===== config.mk =====
export PLATFORM = sky130hd
export DESIGN_NAME = burst_read_seq
export DESIGN_NICKNAME = d
export VERILOG_FILES = /design/src/rtl/bsr_pkg.sv /design/src/rtl/bsr_ctrl.sv /design/src/rtl/bsr_datapath.sv /design/src/rtl/burst_read_seq.sv
export SDC_FILE = /design/constraint.sdc
export NUM_CORES = 1
export LEC_CHECK = 0
export ABC_AREA = 1
export BUFFER_PORTS_ARGS = -buffer_cell sky130_fd_sc_hd__buf_2
export CORE_MARGIN = 1
export CORE_UTILIZATION = 57
export CTS_BUF_LIST = sky130_fd_sc_hd__clkbuf_4
export DETAILED_ROUTE_END_ITERATION = 12
export PLACE_DENSITY = 0.94
export SLEW_MARGIN = 20
export SYNTH_ARGS = -nofsm -noshare
export SYNTH_HDL_FRONTEND = slang
export SYNTH_HIERARCHICAL = 1
export SYNTH_SLANG_ARGS = --single-unit

===== constraint.sdc =====
create_clock -name clk -period 2.15 [get_ports clk]
set_clock_uncertainty 0.2 [all_clocks]
set_input_delay 0.43 -clock clk [delete_from_list [all_inputs] [get_ports clk]]
set_output_delay 0.43 -clock clk [all_outputs]
set_load 0.005 [all_outputs]

===== src/rtl/bsr_pkg.sv =====
package bsr_pkg;

  localparam int BEAT_W = 3;
  localparam int CFG_W  = 7;
  localparam logic [15:0] MAIN_SALT  = 16'hC3A5;
  localparam logic [15:0] SECURE_TAG = 16'h5EC0;

  typedef enum logic [1:0] {
    SPACE_MAIN   = 2'd0,
    SPACE_SECURE = 2'd1,
    SPACE_CFG    = 2'd2,
    SPACE_PROT   = 2'd3
  } space_e;

  typedef enum logic [1:0] {
    ST_IDLE  = 2'd0,
    ST_WAIT  = 2'd1,
    ST_BURST = 2'd2,
    ST_HOLD  = 2'd3
  } seq_state_e;

  // configuration word: latency code, length select, burst enable (MSB first)
  typedef struct packed {
    logic [3:0] latCode;
    logic [1:0] lenSel;
    logic       burstOn;
  } cfg_t;

  // strobes from control to datapath
  typedef struct packed {
    logic              capture;
    logic              load;
    logic              clear;
    logic              last;
    logic [BEAT_W-1:0] beat;
    logic [BEAT_W-1:0] mask;
  } dp_ctl_t;

  function automatic logic [4:0] latencyOf(cfg_t c);
    return (c.latCode == 4'hF) ? 5'd16 : ({1'b0, c.latCode} + 5'd2);
  endfunction

  function automatic logic [BEAT_W-1:0] maskOf(logic [1:0] sel);
    case (sel)
      2'd0:    return 3'd1;
      2'd1:    return 3'd3;
      default: return 3'd7;
    endcase
  endfunction

endpackage


===== src/rtl/bsr_ctrl.sv =====
module bsr_ctrl
  import bsr_pkg::*;
#(
  parameter logic [CFG_W-1:0] CFG_RESET = 7'b0000_010
) (
  input  logic                 clk,
  input  logic                 rstN,
  input  logic                 addrValid,
  input  logic [1:0]           space,
  input  logic                 outEn,
  input  logic                 cfgWrEn,
  input  logic [CFG_W-1:0]     cfgWrData,
  output cfg_t                 cfgQ,
  output dp_ctl_t              ctl
);

  seq_state_e        stateQ;
  logic [4:0]        waitQ;
  logic [BEAT_W-1:0] beatQ;
  logic [BEAT_W-1:0] maskQ;
  logic              burstQ;
  logic              burstSel;
  logic              firstBeat;

  assign burstSel  = cfgQ.burstOn &&
                     ((space_e'(space) == SPACE_MAIN) || (space_e'(space) == SPACE_SECURE));
  assign firstBeat = (stateQ == ST_WAIT) && (waitQ == 5'd0);

  // configuration register; a strobe on the same edge still sees the old value
  always_ff @(posedge clk) begin
    if (!rstN) cfgQ <= cfg_t'(CFG_RESET);
    else if (cfgWrEn) cfgQ <= cfg_t'(cfgWrData);
  end

  always_ff @(posedge clk) begin
    if (!rstN) begin
      stateQ <= ST_IDLE;
      waitQ  <= '0;
      beatQ  <= '0;
      maskQ  <= 3'd1;
      burstQ <= 1'b0;
    end else if (addrValid) begin
      stateQ <= ST_WAIT;
      waitQ  <= latencyOf(cfgQ) - 5'd1;
      beatQ  <= '0;
      maskQ  <= maskOf(cfgQ.lenSel);
      burstQ <= burstSel;
    end else begin
      case (stateQ)
        ST_WAIT: begin
          if (waitQ == 5'd0) begin
            stateQ <= burstQ ? ST_BURST : ST_HOLD;
            beatQ  <= (beatQ + 3'd1) & maskQ;
          end else begin
            waitQ <= waitQ - 5'd1;
          end
        end
        ST_BURST: beatQ  <= (beatQ + 3'd1) & maskQ;
        ST_HOLD:  if (!outEn) stateQ <= ST_IDLE;
        default:  stateQ <= ST_IDLE;
      endcase
    end
  end

  always_comb begin
    ctl         = '0;
    ctl.capture = addrValid;
    ctl.load    = !addrValid && (firstBeat || (stateQ == ST_BURST));
    ctl.clear   = !addrValid && (stateQ == ST_HOLD) && !outEn;
    ctl.last    = burstQ && (beatQ == maskQ);
    ctl.beat    = beatQ;
    ctl.mask    = maskQ;
  end

  // independent latency watch: edges counted since the strobe
  logic [4:0] chkCount;
  logic [4:0] chkLat;
  logic       chkFirst;
  always_ff @(posedge clk) begin
    if (!rstN) begin
      chkCount <= '0;
      chkLat   <= '0;
      chkFirst <= 1'b0;
    end else if (addrValid) begin
      chkCount <= 5'd1;
      chkLat   <= latencyOf(cfgQ);
      chkFirst <= 1'b1;
    end else if (chkFirst && ctl.load) begin
      chkFirst <= 1'b0;
    end else if (chkFirst && chkCount != 5'd31) begin
      chkCount <= chkCount + 5'd1;
    end
  end

  assert_first_latency_R3: assert property (@(posedge clk) disable iff (!rstN)
    (chkFirst && ctl.load) |-> (chkCount == chkLat));

  assert_hold_while_enabled_R7: assert property (@(posedge clk) disable iff (!rstN)
    (stateQ == ST_HOLD && outEn && !addrValid) |=> (stateQ == ST_HOLD));

endmodule


===== src/rtl/bsr_datapath.sv =====
module bsr_datapath
  import bsr_pkg::*;
#(
  parameter int               ADDR_W    = 16,
  parameter int               SEC_WORDS = 64,
  parameter int               PROT_W    = 8,
  parameter logic [PROT_W-1:0] PROT_INIT = 8'h5A
) (
  input  logic              clk,
  input  logic              rstN,
  input  logic [ADDR_W-1:0] addr,
  input  logic [1:0]        space,
  input  logic              outEn,
  input  dp_ctl_t           ctl,
  input  cfg_t              cfgQ,
  output logic [31:0]       rdData,
  output logic              rdValid,
  output logic              rdLast,
  output logic              rdBad
);

  logic [ADDR_W-1:0] baseQ;
  logic [ADDR_W-1:0] presQ;
  space_e            spaceQ;
  logic [31:0]       dataQ;
  logic              validQ, lastQ, badQ;

  logic [ADDR_W-1:0] maskExt;
  logic [ADDR_W-1:0] beatAddr;
  logic [15:0]       a16;
  logic [31:0]       nextData;
  logic              nextBad;
  logic [31:0]       protWord;

  assign maskExt  = ADDR_W'(ctl.mask);
  assign beatAddr = (baseQ & ~maskExt) | ((baseQ + ADDR_W'(ctl.beat)) & maskExt);

  always_comb begin
    a16 = '0;
    a16[ADDR_W-1:0] = beatAddr;
    protWord = '0;
    protWord[PROT_W-1:0] = PROT_INIT;
  end

  always_comb begin
    nextBad  = 1'b0;
    nextData = '0;
    case (spaceQ)
      SPACE_MAIN:   nextData = {a16 ^ MAIN_SALT, a16};
      SPACE_SECURE: begin
        if ({16'b0, a16} < 32'(SEC_WORDS)) nextData = {SECURE_TAG, a16};
        else nextBad = 1'b1;
      end
      SPACE_CFG:    nextData = 32'(cfgQ);
      default:      nextData = protWord;
    endcase
  end

  always_ff @(posedge clk) begin
    if (!rstN) begin
      baseQ  <= '0;
      presQ  <= '0;
      spaceQ <= SPACE_MAIN;
      dataQ  <= '0;
      validQ <= 1'b0;
      lastQ  <= 1'b0;
      badQ   <= 1'b0;
    end else begin
      if (ctl.capture) begin
        baseQ  <= addr;
        spaceQ <= space_e'(space);
      end
      if (ctl.capture || ctl.clear) begin
        validQ <= 1'b0;
        lastQ  <= 1'b0;
        badQ   <= 1'b0;
      end else if (ctl.load) begin
        dataQ  <= nextData;
        presQ  <= beatAddr;
        validQ <= 1'b1;
        lastQ  <= ctl.last;
        badQ   <= nextBad;
      end
    end
  end

  logic showQ;
  assign showQ   = validQ && outEn;
  assign rdValid = showQ;
  assign rdLast  = showQ && lastQ;
  assign rdBad   = showQ && badQ;
  assign rdData  = showQ ? dataQ : '0;

  assert_strobe_invalidates_R9: assert property (@(posedge clk) disable iff (!rstN)
    ctl.capture |=> !validQ);

  assert_wrap_to_start_R6: assert property (@(posedge clk) disable iff (!rstN)
    (validQ && lastQ && ctl.load) |=> (presQ == baseQ));

  assert_beat_step_R4: assert property (@(posedge clk) disable iff (!rstN)
    (validQ && !lastQ && ctl.load) |=>
      (((presQ - $past(presQ)) & ADDR_W'($past(ctl.mask))) == ADDR_W'(1)));

  assert_bad_is_secure_R10: assert property (@(posedge clk) disable iff (!rstN)
    badQ |-> (spaceQ == SPACE_SECURE && dataQ == '0));

  assert_last_not_register_R8: assert property (@(posedge clk) disable iff (!rstN)
    lastQ |-> (spaceQ == SPACE_MAIN || spaceQ == SPACE_SECURE));

endmodule


===== src/rtl/burst_read_seq.sv =====
module burst_read_seq
  import bsr_pkg::*;
#(
  parameter int               ADDR_W    = 16,
  parameter int               SEC_WORDS = 64,
  parameter int               PROT_W    = 8,
  parameter logic [PROT_W-1:0] PROT_INIT = 8'h5A,
  parameter logic [6:0]        CFG_RESET = 7'b0000_010
) (
  input  logic              clk,
  input  logic              rstN,
  input  logic              addrValid,
  input  logic [ADDR_W-1:0] addr,
  input  logic [1:0]        space,
  input  logic              outEn,
  input  logic              cfgWrEn,
  input  logic [6:0]        cfgWrData,
  output logic [31:0]       rdData,
  output logic              rdValid,
  output logic              rdLast,
  output logic              rdBad
);

  cfg_t    cfgQ;
  dp_ctl_t ctl;

  bsr_ctrl #(.CFG_RESET(CFG_RESET)) u_ctrl (
    .clk(clk), .rstN(rstN), .addrValid(addrValid), .space(space),
    .outEn(outEn), .cfgWrEn(cfgWrEn), .cfgWrData(cfgWrData),
    .cfgQ(cfgQ), .ctl(ctl)
  );

  bsr_datapath #(
    .ADDR_W(ADDR_W), .SEC_WORDS(SEC_WORDS), .PROT_W(PROT_W), .PROT_INIT(PROT_INIT)
  ) u_datapath (
    .clk(clk), .rstN(rstN), .addr(addr), .space(space), .outEn(outEn),
    .ctl(ctl), .cfgQ(cfgQ),
    .rdData(rdData), .rdValid(rdValid), .rdLast(rdLast), .rdBad(rdBad)
  );

endmodule


# Word level (Yosys, flattened, before mapping)

Index checks and enable logic that the tools add are counted.

Magnitude comparators: 1
Bitwise logic cells: 9
$add $sub $neg: 5
Eq/ne operators: 15
Muxes and demuxes: 17
Reduce and logical (&&, ||, !) cells: 27

Operators by type and width:

| cell                  | count |
|---|---|
| $pmux W32 S3          | 1 |
| $mux W32              | 1 |
| $mux W31              | 1 |
| $mux W5               | 4 |
| $add A16 B3 Y16       | 1 |
| $and A16 B16 Y16      | 1 |
| $and A16 B3 Y16       | 1 |
| $lt A16 B7 Y1 const B | 1 |
| $not A3 Y16           | 1 |
| $or A16 B16 Y16       | 1 |
| $pmux W3 S2           | 2 |
| $sub A5 B1 Y5 const B | 2 |
| $logic_and A1 B1 Y1   | 9 |
| $eq A2 B1 Y1 const B  | 4 |
| $ne A2 B2 Y1 const B  | 4 |
| $not A8 Y8            | 1 |
| $eq A2 B2 Y1 const B  | 3 |
| $logic_not A2 Y1      | 3 |
| $ne A3 B3 Y1 const B  | 2 |
| $pmux W2 S3           | 1 |
| $reduce_and A2 Y1     | 3 |
| $reduce_and A3 Y1     | 2 |
| $add A4 B2 Y5 const B | 1 |
| $logic_not A5 Y1      | 1 |
| 12 further kinds      | 23 |

Input port bits: 30
Register bits: 74
Output and inout port bits: 35

# Logic depth before layout (Yosys ltp)

Word-level depth: 6
Mapped depth: 13

# Cells and area by module

Netlist, hierarchy kept.

Modules (own cells, without submodules):

| module       | seq. area each (sq um) | area each (sq um) | cells each | times used |
|---|---|---|---|---|
| bsr_datapath | 1061.0                 | 2427.3            | 346        | 1 |
| bsr_ctrl     | 400.4                  | 1046.0            | 150        | 1 |

# Worst setup path after synthesis

No wires, ideal clock.

Path kind: register to register
Start point: register u_ctrl.stateQ[0]
End point: register u_datapath.dataQ[22]
Required time: 1.855 ns
Slack: 0.175 ns
Buffers on the path: 1
Arrival: 1.679 ns
Stages on the path, launching flop included: 10
Clock period less this slack: 1.975 ns
Cells stage by stage: dfxtp_1 inv_2 nor2_2 inv_1 nor2_1 nor2_1 nor2_1 nand3_4 buf_6 a221oi_1

RTL lines:

| what                   | RTL line           | text |
|---|---|---|
| start, declared        | bsr_ctrl.sv:17     | `seq_state_e stateQ;` |
| start signal, assigned | bsr_ctrl.sv:52     | `stateQ <= burstQ ? ST_BURST : ST_HOLD;` |
| end signal, assigned   | bsr_datapath.sv:78 | `dataQ <= nextData;` |
| end, declared          | bsr_datapath.sv:25 | `logic [31:0] dataQ;` |

==> out/summary.txt <==
crit path max-delay cell type = dfxtp_1
Clk pin slew, worst setup/hold paths = 0.11 ns
utilization after layout = 68.96%
Skew-Pair Late Insertion Delay = 0.41 ns
EDFF count, synth = 0
crit path DAT = 2.13 ns
global-route total usage across every layer = 27.59%
Seq/Total Area, Yosys = 42.07%
FFs w/ async S/R, synth = 0%
critical path class = register to register
Post-route DRC = 0
FF+latch count, synth = 73
CTS sink count = 73
Final setup violation count = 0
crit-path max FO = 10
leading area contributor after synthesis = dfxtp_1
final critical-path share of the clock period = 92.35%
synthesis-to-finish area growth = 16.86%
Clock Tree Root = clkbuf_4
Max Slew Vio Count = 0
peak supply drop = 0.4655 mV
Synth top area share = 42.07%
diode count = 0
synthesized cell area = 3473 sq um
first-pass GRT wire length = 13610 um
Least-Margin Pin Slew = 0.4889 ns
element type at the critical path start = register
WL/cell = 12.93 um
drt first pass iters = 5
share of cells above drive strength 1 = 21.79%
crit end category = register
Port Buf Inserts = 64
post-CTS repair timing setup buffer count = 0
Static Leak = 0.001753 uW
crit-path cells = inv_2, nor2_2, inv_1, nor2_1, nor2_1, nor2_2, nand3_4, nor2_4, nand2_1, a21oi_1
DPL Wire Length = 6166 um
Fin. Hold Viols = 0
fill count = 494
Iter 0 DRT Violations = 308
Die Height = 80.06 um
Net Count, Synth = 531
Die ar. = 6410 sq um
pin count of the biggest net entering global routing = 36
initial antenna violation count = 0
Post-Syn Instances = 496
IO Pins = 65
Vias = 3403
RSZ-0062 raised after global routing = no
Layout Nets = 599
CTS Buf Count = 9
commonest non-fill, non-tap cells in the layout = nor2_1, nand2_1, inv_1
Placer Congestion = 0.8985
vias per std cell = 5.284
WL final = 8328 um
max cap viols = 0
setup TNS = 0 ns
ys flop type = dfxtp_1
Distinct cells, synth = 38
vias in the first global route = 3068
htree depth = 3
status = finished, final reports clean
Critical path buffers and inverters = 2
commonest non-fill, non-tap cell in the layout = nor2_1
Synth Area per Inst = 7.003 sq um
Period minus WS final = 1.986 ns
Die X = 80.06 um
antenna viol nets, final = 0
TritonCTS clock tree = done
WHS = 0.03754 ns
Min-Delay Path Class = input port to register
highest clock rate = 503.7 MHz
site row count = 28
slew margin rel. = 66.56%
synth warn = 6
core area = 5886 sq um
total power divided by cell area = 688.8 nW/um^2
worst-case clock buffer depth = 2
crit-path leading delay family = simple AND/OR/NAND/NOR gates
remaining global-route overflow = 0
Req. time, crit path = 2.30 ns
top cells by area, synth = dfxtp_1, nor2_1, nand2_1, inv_1, a21oi_1
Largest stage delay, worst path = 0.39 ns
Starting Density = 59.01%
## layout make-up
type | instances | area, sq um | area share, %
tap | 75 | 93.84 | 2.312
multi-input combinational | 317 | 1573 | 38.75
clock inverter | 6 | 82.58 | 2.035
clock buffer | 10 | 75.07 | 1.850
inverter | 86 | 330.3 | 8.138
timing repair buffer | 77 | 442.9 | 10.91
sequential | 73 | 1461 | 36.00
## worst paths after layout
path                        start                   end  slack, ns  depth (start not counted)
max              u_ctrl/stateQ[0]  u_datapath/dataQ[29]       0.16                         10
min reg2reg  u_datapath/dataQ[30]  u_datapath/dataQ[30]       0.27                          2
min                  cfgWrData[5]        u_ctrl/cfgQ[5]       0.04                          3
max reg2reg      u_ctrl/stateQ[0]  u_datapath/dataQ[29]       0.16                         10
## metrics by stage
stage / area (sq um) / std cells / setup WS, ns / total power [uW]
finish: 4059 / 644 / 0.1645 / 2796
global route: 4059 / 644 / 0.01526 / 2931
CTS: 4051 / 644 / 0.05179 / 2804
detailed placement: 3894 / 628 / 0.08734 / 1864
global placement: 3894 / 628 / 0.1901 / 1842
floorplan: 3473 / 496 / 0.1754 / 1748
## where the power goes
part / internal [uW] / switching (uW)
registers: 1420 / 54.2
clock network: 479 / 471
logic: 136 / 239
total: 2030 / 764
## synth_stat cells, types with 4 or more instances
cell type,instances
nor2_1,81
nand2_1,78
inv_1,76
dfxtp_1,73
a21oi_1,51
o21ai_0,39
nand3_1,15
clkbuf_1,9
inv_2,9
o21ai_1,5
a21oi_2,4
a221oi_1,4
a31oi_1,4
buf_6,4
ha_1,4
nor2_2,4
## tightest hold or removal path: stages
cell	delay, ns
buf_2	0.08
nor2_1	0.03
nor2_1	0.08
## repair_timing
item	CTS	global route
endpoints found under the setup margin	0	17
hold buffers	0	0
gates resized for setup	0	3
## cell families (layout without fill, tap and decap cells)
group	after synthesis	count (layout)	synth area share, %
AO/OA/AOI/OAI	115	115	18.41
other	1	1	0.1080
AND/OR/NAND/NOR	195	195	24.42
buffers and inverters	106	179	12.72
flip-flops	73	73	42.07
XOR/XNOR	1	1	0.2522
adder cells (fa/ha/maj)	5	5	2.017
## registers in the layout (all words and copies together) (netlist names)
register and cells:
u_datapath/dataQ 32, u_datapath/baseQ 16, u_ctrl/cfgQ 7, u_ctrl/waitQ 5, u_ctrl/beatQ 3, u_ctrl/maskQ 2
u_ctrl/stateQ 2, u_datapath/spaceQ 2, u_ctrl/burstQ 1, u_datapath/badQ 1, u_datapath/lastQ 1, u_datapath/validQ 1
## layer usage
metal | up-vias | track usage (%) | wire length, um
met5 | - | 0 | 0
met4 | 0 | 11.07 | 153
met3 | 24 | 6.136 | 578
met2 | 159 | 48.80 | 4074
met1 | 1519 | 32.10 | 3521
li1 | 1701 | - | -
Power figures use the tool's default switching activity.
